===== config.mk =====
export PLATFORM = sky130hd
export DESIGN_NAME = interval_timer
export DESIGN_NICKNAME = d
export VERILOG_FILES = /design/src/rtl/itmr_pkg.sv /design/src/rtl/itmr_regs.sv /design/src/rtl/itmr_ctr.sv /design/src/rtl/itmr_irqform.sv /design/src/rtl/interval_timer.sv
export SDC_FILE = /design/constraint.sdc
export NUM_CORES = 1
export LEC_CHECK = 0
export ABC_AREA = 1
export CAP_MARGIN = 5
export CORE_UTILIZATION = 41
export CTS_BUF_LIST = sky130_fd_sc_hd__clkbuf_16
export DETAILED_ROUTE_END_ITERATION = 12
export DONT_BUFFER_PORTS = 1
export HOLD_SLACK_MARGIN = 0.05
export REMOVE_ABC_BUFFERS = 1
export SYNTH_ARGS = -nofsm -noshare
export SYNTH_HDL_FRONTEND = slang
export SYNTH_SLANG_ARGS = --single-unit

===== constraint.sdc =====
create_clock -name clk -period 3.06 [get_ports clk]
set_input_delay 0.459 -clock clk [delete_from_list [all_inputs] [get_ports clk]]
set_output_delay 0.459 -clock clk [all_outputs]
set_load 0.005 [all_outputs]

===== src/rtl/itmr_pkg.sv =====
package itmr_pkg;
    localparam int OFF_CTRL   = 'h00;
    localparam int OFF_THR    = 'h10;
    localparam int OFF_CNT    = 'h14;
    localparam int OFF_PERIOD = 'h18;

    localparam int EN_BIT   = 26;
    localparam int NUM_LSB  = 12;
    localparam int PRIO_LSB = 20;

    typedef enum logic {
        ST_OFF = 1'b0,
        ST_RUN = 1'b1
    } tmr_state_e;
endpackage


===== src/rtl/itmr_regs.sv =====
module itmr_regs
    import itmr_pkg::*;
#(
    parameter int ADDR_W = 5,
    parameter int DATA_W = 32,
    parameter int CNT_W  = 32,
    parameter int IRQ_W  = 6,
    parameter int PRIO_W = 4,
    parameter int BUS_NS = 8
) (
    input  logic              clk,
    input  logic              rst_n,
    input  logic [ADDR_W-1:0] addr,
    input  logic              wr_en,
    input  logic [DATA_W-1:0] wr_data,
    input  logic              rd_en,
    input  logic [CNT_W-1:0]  cnt,
    output logic [DATA_W-1:0] rd_data,
    output logic              en_q,
    output logic              restart_q,
    output logic [IRQ_W-1:0]  num_q,
    output logic [PRIO_W-1:0] prio_q,
    output logic [CNT_W-1:0]  thr_q
);
    logic hit_ctrl, hit_thr, hit_cnt, hit_per;
    logic [DATA_W-1:0] rd_mux;

    assign hit_ctrl = (addr == ADDR_W'(OFF_CTRL));
    assign hit_thr  = (addr == ADDR_W'(OFF_THR));
    assign hit_cnt  = (addr == ADDR_W'(OFF_CNT));
    assign hit_per  = (addr == ADDR_W'(OFF_PERIOD));

    always_ff @(posedge clk) begin
        if (!rst_n) begin
            en_q      <= 1'b0;
            restart_q <= 1'b0;
            num_q     <= '0;
            prio_q    <= '0;
            thr_q     <= '0;
        end else begin
            restart_q <= wr_en && hit_ctrl && wr_data[EN_BIT];
            if (wr_en && hit_ctrl) begin
                en_q   <= wr_data[EN_BIT];
                num_q  <= wr_data[NUM_LSB +: IRQ_W];
                prio_q <= wr_data[PRIO_LSB +: PRIO_W];
            end
            if (wr_en && hit_thr) begin
                thr_q <= wr_data[CNT_W-1:0];
            end
        end
    end

    always_comb begin
        rd_mux = '0;
        if (hit_ctrl) begin
            rd_mux[EN_BIT]               = en_q;
            rd_mux[NUM_LSB +: IRQ_W]     = num_q;
            rd_mux[PRIO_LSB +: PRIO_W]   = prio_q;
        end else if (hit_thr) begin
            rd_mux = DATA_W'(thr_q);
        end else if (hit_cnt) begin
            rd_mux = DATA_W'(cnt);
        end else if (hit_per) begin
            rd_mux = DATA_W'(BUS_NS);
        end
    end

    always_ff @(posedge clk) begin
        if (!rst_n) begin
            rd_data <= '0;
        end else if (rd_en) begin
            rd_data <= rd_mux;
        end
    end
endmodule


===== src/rtl/itmr_ctr.sv =====
module itmr_ctr
    import itmr_pkg::*;
#(
    parameter int CNT_W = 32
) (
    input  logic             clk,
    input  logic             rst_n,
    input  logic             en,
    input  logic             restart,
    input  logic [CNT_W-1:0] thr,
    output logic [CNT_W-1:0] cnt_q,
    output logic             pulse_q
);
    tmr_state_e state_q, state_d;
    logic [CNT_W-1:0] last;

    assign last = (thr == '0) ? '0 : thr - 1'b1;

    always_comb begin
        state_d = state_q;
        unique case (state_q)
            ST_OFF: if (en && restart) state_d = ST_RUN;
            ST_RUN: if (!en)           state_d = ST_OFF;
            default:                   state_d = ST_OFF;
        endcase
    end

    always_ff @(posedge clk) begin
        if (!rst_n) state_q <= ST_OFF;
        else        state_q <= state_d;
    end

    always_ff @(posedge clk) begin
        if (!rst_n) begin
            cnt_q   <= '0;
            pulse_q <= 1'b0;
        end else if (!en || restart) begin
            cnt_q   <= '0;
            pulse_q <= 1'b0;
        end else if (state_q == ST_RUN) begin
            if (cnt_q >= last) begin
                cnt_q   <= '0;
                pulse_q <= 1'b1;
            end else begin
                cnt_q   <= cnt_q + 1'b1;
                pulse_q <= 1'b0;
            end
        end else begin
            pulse_q <= 1'b0;
        end
    end
endmodule


===== src/rtl/itmr_irqform.sv =====
module itmr_irqform #(
    parameter int IRQ_W    = 6,
    parameter int PRIO_W   = 4,
    parameter int PRIO_POS = 2
) (
    input  logic [IRQ_W-1:0]  num,
    input  logic [PRIO_W-1:0] prio,
    output logic [IRQ_W-1:0]  id
);
    for (genvar i = 0; i < IRQ_W; i++) begin : g_bit
        if (i >= PRIO_POS && i < PRIO_POS + PRIO_W) begin : g_or
            assign id[i] = num[i] | prio[i-PRIO_POS];
        end else begin : g_pass
            assign id[i] = num[i];
        end
    end
endmodule


===== src/rtl/interval_timer.sv =====
module interval_timer #(
    parameter int ADDR_W   = 5,
    parameter int IRQ_W    = 6,
    parameter int PRIO_W   = 4,
    parameter int PRIO_POS = 2,
    parameter int BUS_NS   = 8
) (
    input  logic              clk,
    input  logic              rst_n,
    input  logic [ADDR_W-1:0] addr,
    input  logic              wr_en,
    input  logic [31:0]       wr_data,
    input  logic              rd_en,
    output logic [31:0]       rd_data,
    output logic              irq_req,
    output logic [IRQ_W-1:0]  irq_id
);
    localparam int DATA_W = 32;
    localparam int CNT_W  = 32;

    logic              en_q, restart_q, pulse_q;
    logic [IRQ_W-1:0]  num_q;
    logic [PRIO_W-1:0] prio_q;
    logic [CNT_W-1:0]  thr_q, cnt_q;

    itmr_regs #(
        .ADDR_W(ADDR_W), .DATA_W(DATA_W), .CNT_W(CNT_W),
        .IRQ_W(IRQ_W), .PRIO_W(PRIO_W), .BUS_NS(BUS_NS)
    ) u_regs (
        .clk(clk), .rst_n(rst_n), .addr(addr), .wr_en(wr_en),
        .wr_data(wr_data), .rd_en(rd_en), .cnt(cnt_q), .rd_data(rd_data),
        .en_q(en_q), .restart_q(restart_q), .num_q(num_q),
        .prio_q(prio_q), .thr_q(thr_q)
    );

    itmr_ctr #(.CNT_W(CNT_W)) u_ctr (
        .clk(clk), .rst_n(rst_n), .en(en_q), .restart(restart_q),
        .thr(thr_q), .cnt_q(cnt_q), .pulse_q(pulse_q)
    );

    itmr_irqform #(.IRQ_W(IRQ_W), .PRIO_W(PRIO_W), .PRIO_POS(PRIO_POS)) u_form (
        .num(num_q), .prio(prio_q), .id(irq_id)
    );

    // a disable captured on the same edge as an expiry wins
    assign irq_req = pulse_q & en_q;
endmodule


Yosys cells after proc, flatten, opt, wreduce, memory -nomap -nowiden. Index checks and enable logic that the tools add are counted.

Add/sub/neg operators: 2. Order comparisons: 1. Eq/ne operators: 3. Mux-type cells: 16. Bitwise operators: 7. Reductions and logical operators: 10.

Operator list (number): $mux 32 (4); $add 32x1->32 const B (1); $ge 32x32->1 (1); $logic_not 32->1 (1); $sub 32x1->32 const B (1); $eq 5x5->1 const B (3); $mux 12 (1); $mux 4 (2); $mux 6 (1); $logic_not 5->1 (1); $mux 5 (1); $logic_and 1x1->1 (4); $mux 1 (4); $mux 2 (2); $or 1x1->1 (4); $reduce_or 3->1 (1); $not 1->1 (2); $pmux 1 s2 (1); $reduce_or 2->1 (1); $and 1x1->1 (1); $logic_not 1->1 (1); $logic_or 1x1->1 (1).

Register bits: 110. Bits of input ports: 41. Output and inout port bits: 39. Word-level logic and storage cells: 48.

Longest topological paths before layout.
Depth in word-level cells: 5. Mapped depth: 25.

Hierarchy. Synthesis repeated with hierarchy kept, for this count alone.

Cells, all modules: 1071. Area total of the unflattened synthesis: 6901.6 µm².

By module, submodules not included: itmr_ctr (instances 1, cells an instance 575, area an instance 3518.4 µm², seq. area each 680.7 µm²); itmr_regs (instances 1, cells an instance 480, area an instance 3315.7 µm², seq. area each 1521.5 µm²); itmr_irqform (instances 1, cells an instance 14, area an instance 60.1 µm², seq. area each 0.0 µm²); interval_timer (instances 1, cells an instance 2, area an instance 7.5 µm², seq. area each 0.0 µm²).

Worst setup path after synthesis. No wires, ideal clock.

Path kind: reg2reg. From: register u_regs.thr_q[4]. To: register u_ctr.cnt_q[1]. Library setup time: 0.117 ns. Arrival time: 2.477 ns. Data required time: 2.943 ns. Path slack: 0.466 ns. Stages on the path, launching flop included: 20. Period minus slack after synthesis: 2.594 ns. Cells stage by stage: dfxtp_1 inv_1 nand2_2 nor3b_4 nand3_2 inv_2 nand2_1 o21ai_1 nand3_1 ha_1 nand2_1 nor2_1 nand4_1 a21oi_1 nor2_1 nand2_1 nand2_1 nand2_1 buf_2 nor2_1.

Word-level cells in the longest chain between the ends: 4.

RTL lines: from (decl) (line itmr_regs.sv:23) `output logic [CNT_W-1:0] thr_q`; from (signal assigned) (line itmr_regs.sv:48) `thr_q <= wr_data[CNT_W-1:0];`; $sub 32x1->32 / $logic_not 32->1 (equally long branches) (line itmr_ctr.sv:17) `assign last = (thr == '0) ? '0 : thr - 1'b1;`; $mux 32 (*) (line itmr_ctr.sv:17); $ge 32x32->1 (*) (line itmr_ctr.sv:41) `if (cnt_q >= last) begin`; $mux 32 (*) (line itmr_ctr.sv:41); to (signal assigned) (line itmr_ctr.sv:45) `cnt_q <= cnt_q + 1'b1;`; to (decl) (line itmr_ctr.sv:11) `output logic [CNT_W-1:0] cnt_q,`.

Mark *: on every way between the ends. The rest lies on a longest branch, timed or not. A chain may end at the register's enable or synchronous reset.

Worst setup path after layout.
From: register u_regs.thr_q[0]. To: register u_ctr.cnt_q[20].

The elaborated chain is that of the path after synthesis.

==> results.json <==
{
  "relSlewSlack": 0.5792,
  "r2r_end": "u_ctr.cnt_q[20]",
  "num_antenna_cells": 0,
  "worstMarginPinSlew_ps": 627.3,
  "dr.first_iter.drc_count": 433,
  "gp_congestion": 0.9343,
  "fin_crit_sh": 0.9428,
  "max_freq_mhz": 346.6,
  "ios": 80,
  "final_cell_area_mm2": 0.007701,
  "yosys.area.top_type": "dfxtp_1",
  "io_buffers": 0,
  "dp.cells": 1184,
  "ant_nets": 0,
  "wl_per_cell_um": 17.22,
  "n_fill_cell": 1631,
  "finalSetupViolations": 0,
  "grt_max_degree": 69,
  "clk_path_buf_depth": 2,
  "start_util": 0.4273,
  "nets": 1080,
  "core_mm2": 0.01543,
  "grt_overflow_total": 0,
  "dp_hpwl_um": 15820,
  "ir_worst_vdd_mv": 0.3049,
  "post_dp_cell_area_mm2": 0.007029,
  "critical_path.startpoint_type": "flip-flop",
  "hold_class": "input port to flip-flop",
  "crit_type": "flip-flop to flip-flop",
  "hold_violations": 0,
  "syn-cell-area_mm2": 0.006593,
  "die_h_um": 128.8,
  "synth_most_common_cell": "nand2_1",
  "synth-seq-cells": 110,
  "yosysWarnings": 0,
  "synthTopCellsByArea": "dfxtp_1 (33%), nand2_1 (10%), nor2_1 (9.3%), ha_1 (6.6%), o21ai_0 (6.1%)",
  "cts.sinks": 110,
  "r2r_slack_ps": 180,
  "drc_errors": 0,
  "hold_path_end": "u_regs.rd_data[3]",
  "die_area_mm2": 0.01659,
  "synth_cell_type_count": 46,
  "ys.flop_type": "dfxtp_1",
  "routed_wl_um": 21010,
  "yosysSeqAreaShare": 0.3340,
  "r2r_cells": 18,
  "synth_edf_count": 0,
  "ctsHoldBuffers": 0,
  "reg2reg_from": "u_regs.thr_q[0]",
  "rows": 45,
  "p_leak_nw": 3.342,
  "powerDensity_mw_per_mm2": 433.6,
  "netlist_instances": 964,
  "synth_top_area_share": 0.3340,
  "vias_per_cell": 5.293,
  "area_growth_pct": 16.82,
  "grt_pass1_vias": 6020,
  "clock_latency_ps": 360,
  "clock_skew_ps": 6.806,
  "vias": 6458,
  "crit_arrival_ps": 3140,
  "synth.avg_cell_area_um2": 6.839,
  "holdPathStages": 1,
  "path_clk_slew_ps": 80,
  "grt.total_usage": 0.2575,
  "grt_pass1_wl_um": 32330,
  "worstPathRequired_ps": 3320,
  "cts.htree.levels": 3,
  "hp-start": "rd_en",
  "fin_cells": 1220,
  "antenna_found_initial": 0,
  "cts_buffers": 9,
  "p_total_mw": 3.339,
  "drive_above_1_share": 0.1695,
  "cp-end-kind": "flip-flop",
  "timing.setup.tns_ps": 0,
  "die_x_um": 128.8,
  "period_needed_ps": 2885,
  "drv_slew": 0,
  "status": "finished clean",
  "drv_cap": 0,
  "async_reset_ff_frac": 0,
  "root_buffer": "clkbuf_16",
  "cts_tree": "built",
  "firstDrtPassIters": 5,
  "synthTopCellsByCount": "nand2_1 (175), nor2_1 (163), dfxtp_1 (110)",
  "crit_fanout": 7
}
[per-layer routing]
layer	global-route usage	up-vias	part of all wire
met5	0	-	0
met1	0.3505	2965	0.47
li1	-	3253	-
met3	0.03659	43	0.048
met4	0.1170	0	0.035
met2	0.4035	197	0.45
[layout make-up]
type	count	area, um^2	share of cell area
Clock buffer	9	225.2	0.02924
Multi-Input combinational cell	707	3953	0.5132
Tap cell	211	264.0	0.03428
Timing Repair inverter	2	11.26	0.001462
Timing Repair Buffer	61	529.3	0.06872
Clock inverter	7	75.07	0.009748
Inverter	113	436.7	0.05670
Sequential cell	110	2207	0.2866
[stage by stage]
stage	hold slack (ps)	setup WS [ps]	utilization
3_5_place_dp	470.1	11.82	0.4556
2_1_floorplan	435.1	183.1	-
6_report	201.8	175.2	0.4992
4_1_cts	201.4	30.88	0.4756
5_1_grt	210.0	-25.68	0.4992
3_3_place_gp	441.8	-44.67	0.4556
[worst max path at each step]
stage / cells past startpoint / slack (ps) / end / from
6_report: 18 / 180 / u_ctr.cnt_q[20] / u_regs.thr_q[0]
5_1_grt: 19 / -30 / u_ctr.cnt_q[20] / u_regs.thr_q[0]
4_1_cts: 21 / 30 / u_ctr.cnt_q[2] / u_regs.thr_q[4]
3_5_place_dp: 21 / 10 / u_ctr.cnt_q[22] / u_regs.thr_q[4]
3_3_place_gp: 21 / -40 / u_ctr.cnt_q[1] / u_regs.thr_q[4]
2_1_floorplan: 18 / 180 / u_ctr.cnt_q[0] / u_regs.thr_q[4]
[sequential cells by signal (all words and copies together), names as in the netlist]
register / cells
u_ctr.pulse_q: 1
u_regs.restart_q: 1
u_regs.thr_q: 32
u_ctr.cnt_q: 32
u_regs.rd_data: 32
u_regs.prio_q: 4
u_regs.num_q: 6
u_regs.en_q: 1
u_ctr.state_q: 1
[logic make-up (layout without fill, tap and decap cells)]
group,after synthesis,count (layout),synth area share
simple gates,463,463,0.3200
compound gates,183,183,0.1541
buf+inv,147,192,0.09091
flops,110,110,0.3340
fa+ha+maj,35,35,0.06643
xor+xnor,26,26,0.03454
[critical path, cell delays in order, from the launching register on]
cell	delay, ps
dfxtp_2	340
inv_4	90
nand3_4	110
nor3b_4	270
nand3_4	170
nor2_4	160
nand2_2	70
o21bai_1	180
nand3_2	140
ha_4	290
nand2_2	60
o21a_1	190
a21oi_1	120
nor2_1	50
nand2_1	70
nand2_2	70
nand2_4	160
clkbuf_16	180
nor2_1	40
[power breakdown]
| part | switching [mW] | internal (mW) | leakage (nW) | total (mW) |
|---|---|---|---|---|
| sequential | 0.0187 | 1.45 | 0.893 | 1.47 |
| clock | 0.581 | 0.637 | 0.138 | 1.22 |
| combinational | 0.391 | 0.258 | 2.31 | 0.649 |
[cell usage in the layout (no fill, tap or decap), types with 5 or more instances in the layout]
cell type    n
inv_2       13
nor2_4       9
o221ai_1    10
xor2_1      21
nand2_2     12
o21ai_0     80
a21oi_1     58
nor2_1     147
dfxtp_1    106
clkbuf_16   11
nand3_1     46
nand2_1    167
xnor2_1      5
o22ai_1      8
or2_2        9
ha_1        33
nor2_2      16
nand4_1     15
a31oi_1      9
nor3_1      14
inv_1       93
buf_4       54
[timing repair]
action / CTS / global route
pin swaps: 0 / 19
setup buffers: 0 / 15
setup endpoints to repair: 21 / 32
gates resized for setup: 1 / 59
cloned: 0 / 5
Note: power is estimated with default switching activity, not from simulation.
